--- config.mk ---
export PLATFORM = sky130hd
export DESIGN_NAME = srf_responder
export DESIGN_NICKNAME = d
export VERILOG_FILES = /design/src/rtl/srf_pkg.sv /design/src/rtl/srf_frame_rx.sv /design/src/rtl/srf_reg_bank.sv /design/src/rtl/srf_tx_shift.sv /design/src/rtl/srf_responder.sv
export SDC_FILE = /design/constraint.sdc
export NUM_CORES = 1
export LEC_CHECK = 0
export ABC_AREA = 1
export ABC_CLOCK_PERIOD_IN_PS = 4400
export BUFFER_PORTS_ARGS = -buffer_cell sky130_fd_sc_hd__buf_2
export CAP_MARGIN = 10
export CORE_MARGIN = 10
export CORE_UTILIZATION = 39
export DETAILED_ROUTE_END_ITERATION = 8
export HOLD_SLACK_MARGIN = 0.15
export PLACE_DENSITY = 0.58
export SKIP_CTS_REPAIR_TIMING = 1
export SYNTH_ARGS = -nofsm -noshare
export SYNTH_HDL_FRONTEND = slang
export SYNTH_SLANG_ARGS = --single-unit
--- constraint.sdc ---
create_clock -name clk_i -period 4.4 [get_ports clk_i]
set_clock_uncertainty 0.2 [all_clocks]
set_input_delay 0.88 -clock clk_i [delete_from_list [all_inputs] [get_ports clk_i]]
set_output_delay 0.88 -clock clk_i [all_outputs]
set_load 0.005 [all_outputs]
--- src/rtl/srf_pkg.sv ---
package srf_pkg;
  parameter int SRF_ADDR_W   = 4;
  parameter int SRF_DATA_W   = 16;
  parameter int SRF_ADDR_POS = 37;  // first address bit, 1-based
  parameter int SRF_SUB_BITS = 64;
endpackage

--- src/rtl/srf_frame_rx.sv ---
module srf_frame_rx #(
  parameter int ADDR_W   = srf_pkg::SRF_ADDR_W,
  parameter int DATA_W   = srf_pkg::SRF_DATA_W,
  parameter int ADDR_POS = srf_pkg::SRF_ADDR_POS,
  parameter int SUB_BITS = srf_pkg::SRF_SUB_BITS,
  localparam int RW_POS  = ADDR_POS + ADDR_W,
  localparam int DLAST   = RW_POS + DATA_W,
  localparam int COMMIT  = SUB_BITS + 1,
  localparam int DONE    = COMMIT + 1,
  localparam int CNT_W   = $clog2(DONE + 1)
) (
  input  logic              clk_i,
  input  logic              rst_ni,
  input  logic              frame_i,
  input  logic              sdi_i,
  output logic              rd_stb_o,
  output logic              wr_stb_o,
  output logic              tx_shift_o,
  output logic              tx_en_o,
  output logic [ADDR_W-1:0] addr_o,
  output logic [DATA_W-1:0] data_o
);
  localparam logic [CNT_W-1:0] A_LO  = CNT_W'(ADDR_POS);
  localparam logic [CNT_W-1:0] A_HI  = CNT_W'(RW_POS - 1);
  localparam logic [CNT_W-1:0] RW_I  = CNT_W'(RW_POS);
  localparam logic [CNT_W-1:0] D_LO  = CNT_W'(RW_POS + 1);
  localparam logic [CNT_W-1:0] D_HI  = CNT_W'(DLAST);
  localparam logic [CNT_W-1:0] CM_I  = CNT_W'(COMMIT);
  localparam logic [CNT_W-1:0] DN_I  = CNT_W'(DONE);
  localparam logic [CNT_W-1:0] ONE   = CNT_W'(1);

  logic              frame_q, rise;
  logic [CNT_W-1:0]  cnt_q, cur_idx;
  logic [ADDR_W-1:0] addr_q;
  logic [DATA_W-1:0] data_q;
  logic              rw_q, rd_seen_q;

  assign rise = frame_i & ~frame_q;

  // index of the bit arriving in this cycle; 0 = idle, DONE = past commit
  always_comb begin
    if (rise)                             cur_idx = ONE;
    else if (cnt_q == '0 || cnt_q == DN_I) cur_idx = cnt_q;
    else                                  cur_idx = cnt_q + ONE;
  end

  always_ff @(posedge clk_i or negedge rst_ni) begin
    if (!rst_ni) begin
      frame_q   <= 1'b0;
      cnt_q     <= '0;
      addr_q    <= '0;
      data_q    <= '0;
      rw_q      <= 1'b0;
      rd_seen_q <= 1'b0;
    end else begin
      frame_q <= frame_i;
      cnt_q   <= cur_idx;
      if (cur_idx >= A_LO && cur_idx <= A_HI) addr_q <= {addr_q[ADDR_W-2:0], sdi_i};
      if (cur_idx == RW_I) rw_q <= sdi_i;
      if (cur_idx >= D_LO && cur_idx <= D_HI) data_q <= {data_q[DATA_W-2:0], sdi_i};
      if (cur_idx == RW_I) rd_seen_q <= 1'b1;
      else if (rise)       rd_seen_q <= 1'b0;
    end
  end

  assign rd_stb_o   = (cur_idx == RW_I);
  assign wr_stb_o   = (cur_idx == CM_I) && rw_q;
  assign tx_shift_o = (cur_idx >= D_LO) && (cur_idx <= D_HI);
  assign tx_en_o    = (cnt_q >= RW_I) && (cnt_q < D_HI);
  assign addr_o     = addr_q;
  assign data_o     = data_q;

  AST_WR_AFTER_RD: assert property (@(posedge clk_i) disable iff (!rst_ni)
    wr_stb_o |-> rd_seen_q);
  AST_NO_WR_ON_SYNC: assert property (@(posedge clk_i) disable iff (!rst_ni)
    rise |-> !wr_stb_o);
endmodule

--- src/rtl/srf_reg_bank.sv ---
module srf_reg_bank #(
  parameter int ADDR_W = srf_pkg::SRF_ADDR_W,
  parameter int DATA_W = srf_pkg::SRF_DATA_W,
  localparam int NREGS = 2 ** ADDR_W
) (
  input  logic              clk_i,
  input  logic              rst_ni,
  input  logic              we_i,
  input  logic [ADDR_W-1:0] waddr_i,
  input  logic [DATA_W-1:0] wdata_i,
  input  logic [ADDR_W-1:0] raddr_i,
  output logic [DATA_W-1:0] rdata_o,
  input  logic [ADDR_W-1:0] dbg_addr_i,
  output logic [DATA_W-1:0] dbg_data_o
);
  logic [DATA_W-1:0] mem_q [NREGS];

  for (genvar g = 0; g < NREGS; g++) begin : g_reg
    always_ff @(posedge clk_i or negedge rst_ni) begin
      if (!rst_ni)                                  mem_q[g] <= '0;
      else if (we_i && waddr_i == ADDR_W'(g))       mem_q[g] <= wdata_i;
    end
  end

  assign rdata_o    = mem_q[raddr_i];
  assign dbg_data_o = mem_q[dbg_addr_i];

  AST_WRITE_LANDS: assert property (@(posedge clk_i) disable iff (!rst_ni)
    we_i |=> (mem_q[$past(waddr_i)] == $past(wdata_i)));
endmodule

--- src/rtl/srf_tx_shift.sv ---
module srf_tx_shift #(
  parameter int DATA_W = srf_pkg::SRF_DATA_W
) (
  input  logic              clk_i,
  input  logic              rst_ni,
  input  logic              load_i,
  input  logic [DATA_W-1:0] din_i,
  input  logic              shift_i,
  input  logic              en_i,
  output logic              sdo_o
);
  logic [DATA_W-1:0] sh_q;

  always_ff @(posedge clk_i or negedge rst_ni) begin
    if (!rst_ni)      sh_q <= '0;
    else if (load_i)  sh_q <= din_i;
    else if (shift_i) sh_q <= {sh_q[DATA_W-2:0], 1'b0};
  end

  assign sdo_o = en_i & sh_q[DATA_W-1];

  AST_TX_LOADED: assert property (@(posedge clk_i) disable iff (!rst_ni)
    load_i |=> (sh_q == $past(din_i)));
endmodule

--- src/rtl/srf_responder.sv ---
module srf_responder #(
  parameter int ADDR_W   = srf_pkg::SRF_ADDR_W,
  parameter int DATA_W   = srf_pkg::SRF_DATA_W,
  parameter int ADDR_POS = srf_pkg::SRF_ADDR_POS,
  parameter int SUB_BITS = srf_pkg::SRF_SUB_BITS
) (
  input  logic              clk_i,
  input  logic              rst_ni,
  input  logic              frame_i,
  input  logic              sdi_i,
  output logic              sdo_o,
  input  logic [ADDR_W-1:0] dbg_addr_i,
  output logic [DATA_W-1:0] dbg_data_o
);
  logic              rd_stb, wr_stb, tx_shift, tx_en;
  logic [ADDR_W-1:0] addr;
  logic [DATA_W-1:0] wdata, rdata;

  srf_frame_rx #(
    .ADDR_W(ADDR_W), .DATA_W(DATA_W), .ADDR_POS(ADDR_POS), .SUB_BITS(SUB_BITS)
  ) u_rx (
    .clk_i(clk_i), .rst_ni(rst_ni), .frame_i(frame_i), .sdi_i(sdi_i),
    .rd_stb_o(rd_stb), .wr_stb_o(wr_stb), .tx_shift_o(tx_shift), .tx_en_o(tx_en),
    .addr_o(addr), .data_o(wdata)
  );

  srf_reg_bank #(.ADDR_W(ADDR_W), .DATA_W(DATA_W)) u_bank (
    .clk_i(clk_i), .rst_ni(rst_ni), .we_i(wr_stb), .waddr_i(addr), .wdata_i(wdata),
    .raddr_i(addr), .rdata_o(rdata), .dbg_addr_i(dbg_addr_i), .dbg_data_o(dbg_data_o)
  );

  srf_tx_shift #(.DATA_W(DATA_W)) u_tx (
    .clk_i(clk_i), .rst_ni(rst_ni), .load_i(rd_stb), .din_i(rdata),
    .shift_i(tx_shift), .en_i(tx_en), .sdo_o(sdo_o)
  );

  AST_RD_WR_EXCL: assert property (@(posedge clk_i) disable iff (!rst_ni)
    !(rd_stb && wr_stb));
  AST_TX_QUIET_ON_LOAD: assert property (@(posedge clk_i) disable iff (!rst_ni)
    rd_stb |-> !sdo_o);
endmodule

==> metrics.txt <==
number of port buffers=24; Comb power frac=8.4%; max incr delay on CP=0.39 ns; drt first-iter violations=~1400; Top cell by count, worst path=buf_2; Crit path required time=3.32 ns; crit end category=output port; Global Route Usage Sum=20.0%; status=finished, final reports clean; worst r2r src=u_rx.cnt_q[0]; Leakage=7.47 nW; internal power=roughly 0.0047 W; Longest Clk Path Bufs=3; CP Capture Point=dbg_data_o[0]; syn_area_per_cell=8.41 um^2; Nets=1856; Synth Area in Compound Gates=23.5%; Slew @ Worst Pin=1.07 ns; Setup CP Type=in2out; initial antenna violation count=0; worst hold slack=between 0.15 and 0.2 ns; row count=73; #FFs+latches synth=~300; Final setup viols=0; Post-Synth Adder-Cell Area=less than 1%; die area=0.0492 mm^2; Layout area overhead=9.92%; H-tree Lvls=2; synth top area cells=dfrtp_1 47%, nand2_1 11%, o21ai_0 6.4%; mux cell area share after synthesis=between 3 and 4%; largest family of logic cells by synthesized area=compound AO/OA/AOI/OAI gates; maximum capacitance violations=0; dpl hpwl=a little under 30000 um; CP max-delay cell=inv_2; Distinct cells, synth=30; I/O pins=25; most frequent cells in the layout=463 x nand2_1, 301 x dfrtp_1, 204 x o21ai_0; ant diodes=0; mapped cell area=0.0159 mm^2; critical-path maximum fanout=25; Synth warnings=0; Die W=222 um; Post-Synth XOR/XNOR Area=0%; DRC Markers=0; cell class contributing the biggest share of worst-path delay=buffers and inverters; crit path launch=dbg_addr_i[1]; min cycle time layout=3.42 ns; cts bufs inserted=36; worst-path cell chain=buf_2, inv_2, buf_12, o21ai_0, o211ai_1, nand2_1, buf_2; VDD IR max=0.316 mV; vias in the first global route=13300; pwr/cell area=about 360 mW/mm^2; first-pass GRT wire length=79100 um; mean routed wirelength per cell=21.2 um; Fmax achieved=293 MHz; drt first pass iters=5; relative slew slack=between 20% and 30%; R2R setup slack=1.09 ns; Hold Vio Cnt, Final=0; clk sink count=301; clock share of power=a little under half; setup tns final=0 ns; vias per cell=5.72; Sw Ratio=25.1%; Net Switching=0.00159 W; Worst Hold Class=in2async; Final Max Slew Viols=0; layout cells sized above 1=9.42%; clk root buf=clkbuf_16; Final GP Congestion=0.843; Critical path buffers and inverters=4; final wirelength=50700 um; Seq/Total Area, Yosys=47.4%; Clk Latency, worst-skew pair=~0.52 ns; area share of the largest cell type after synthesis=a little under half; grt total ovfl=0; ANT nets after route=0; Initial Util=between 30% and 40%; CP Launch Type=input port; CTS tree=built; cell taking the most area after synthesis=dfrtp_1; Post-Synth Simple-Gate Area=16.4%; crit share post-route=between 70% and 80%; RSZ-0062 raised after global routing=no; CP Depth=7; via count=13700; largest net degree at the start of global routing=100; Die Y=222 um; syn_nets=1903; Worst Reg-to-Reg Cells=12; reg2reg end=u_bank.mem_q[183]; Final Cell Area=around 0.017 mm^2; Post-DP Area=0.0163 mm^2; Syn Inst Count=1891; total core area=approximately 0.040 mm^2; commonest non-fill, non-tap cell in the layout=nand2_1; clock-pin slew on the worst setup and hold paths=0.06 ns; Sequential Power Share=44.8%; CP arrival=2.34 ns
-- final cells by class --
class,instances,area [um^2]
multi-input cells,1309,7040
repair buffers,68,604
flip-flops and latches,301,7530
clock inverters,9,98.8
fillers,4003,22500
well taps,525,657
inverters,128,480
clock buffers,54,1060
-- routing by layer --
layer	wire [um]	track usage [%]	up-vias
li1	-	-	6402
met1	23000	27.4	6710
met2	23000	31.6	496
met3	3320	3.05	86
met4	1310	6.49	0
met5	0	0	-
-- state kept, by name, summed over array words and instances (netlist names) --
| name | flops |
|---|---|
| u_bank.mem_q | 256 |
| u_rx.data_o | 16 |
| u_tx.sh_q | 16 |
| u_rx.cnt_q | 7 |
| u_rx.addr_o | 4 |
| u_rx.frame_q | 1 |
| u_rx.rw_q | 1 |
-- worst min path at each step --
stage,to,start,slack (ns),cells past startpoint
after CTS,u_bank.mem_q[33],rst_ni,0.23,1
after global routing,u_rx.frame_q,frame_i,0.26,1
after detailed placement,u_rx.data_o[0],u_rx.data_o[0],0.27,2
after floorplan,u_rx.data_o[0],u_rx.data_o[0],0.25,2
final,u_bank.mem_q[33],rst_ni,0.19,1
after global placement,u_rx.data_o[0],u_rx.data_o[0],0.26,2
-- Yosys cell counts --
library cell / n
nand2_1: 463
dfrtp_1: 301
o21ai_0: 204
o21ai_1: 137
inv_1: 123
a22oi_1: 120
nand3_1: 82
a21oi_1: 80
clkbuf_1: 77
mux2i_1: 62
o211ai_1: 62
nor2_1: 33
buf_2: 31
buf_6: 30
o21ai_2: 24
buf_1: 10
nand3_4: 10
nand4_1: 7
o221ai_1: 5
buf_4: 4
ha_1: 4
nand3_2: 4
nor3_1: 4
inv_2: 3
nor2_4: 3
clkinv_1: 2
nand2_2: 2
nor2_2: 2
a221oi_1: 1
buf_12: 1
-- logic make-up (layout without fill, tap and decap cells) --
family / after synthesis / count (layout)
adders and majority gates: 4 / 4
AOI/OAI and AO/OA: 633 / 633
muxes: 62 / 62
and+or+nand+nor: 610 / 610
DFF: 301 / 301
buffers and inverters: 281 / 259
-- power groups by stage --
| stage | Combinational, W | Clock (W) | Sequential (W) |
|---|---|---|---|
| after floorplan | 0.000326 | 0 | 0.00287 |
| after global placement | 0.000525 | 0 | 0.00288 |
| after detailed placement | 0.000532 | 0 | 0.00288 |
| after CTS | 0.000534 | 0.00301 | 0.00283 |
| after global routing | 0.000587 | 0.00314 | 0.00283 |
| final | 0.000528 | 0.00296 | 0.00283 |
-- through the flow --
step	instances	utilization, %	worst slack [ns]	power (W)
after floorplan	1891	-	1.33	0.00319
after global placement	2331	40.8	0.928	0.00340
after detailed placement	2331	40.8	0.865	0.00341
after CTS	2394	43.7	0.974	0.00637
after global routing	2394	43.7	0.845	0.00655
final	2394	43.7	0.982	0.00631
Power figures use the tool's default switching activity.
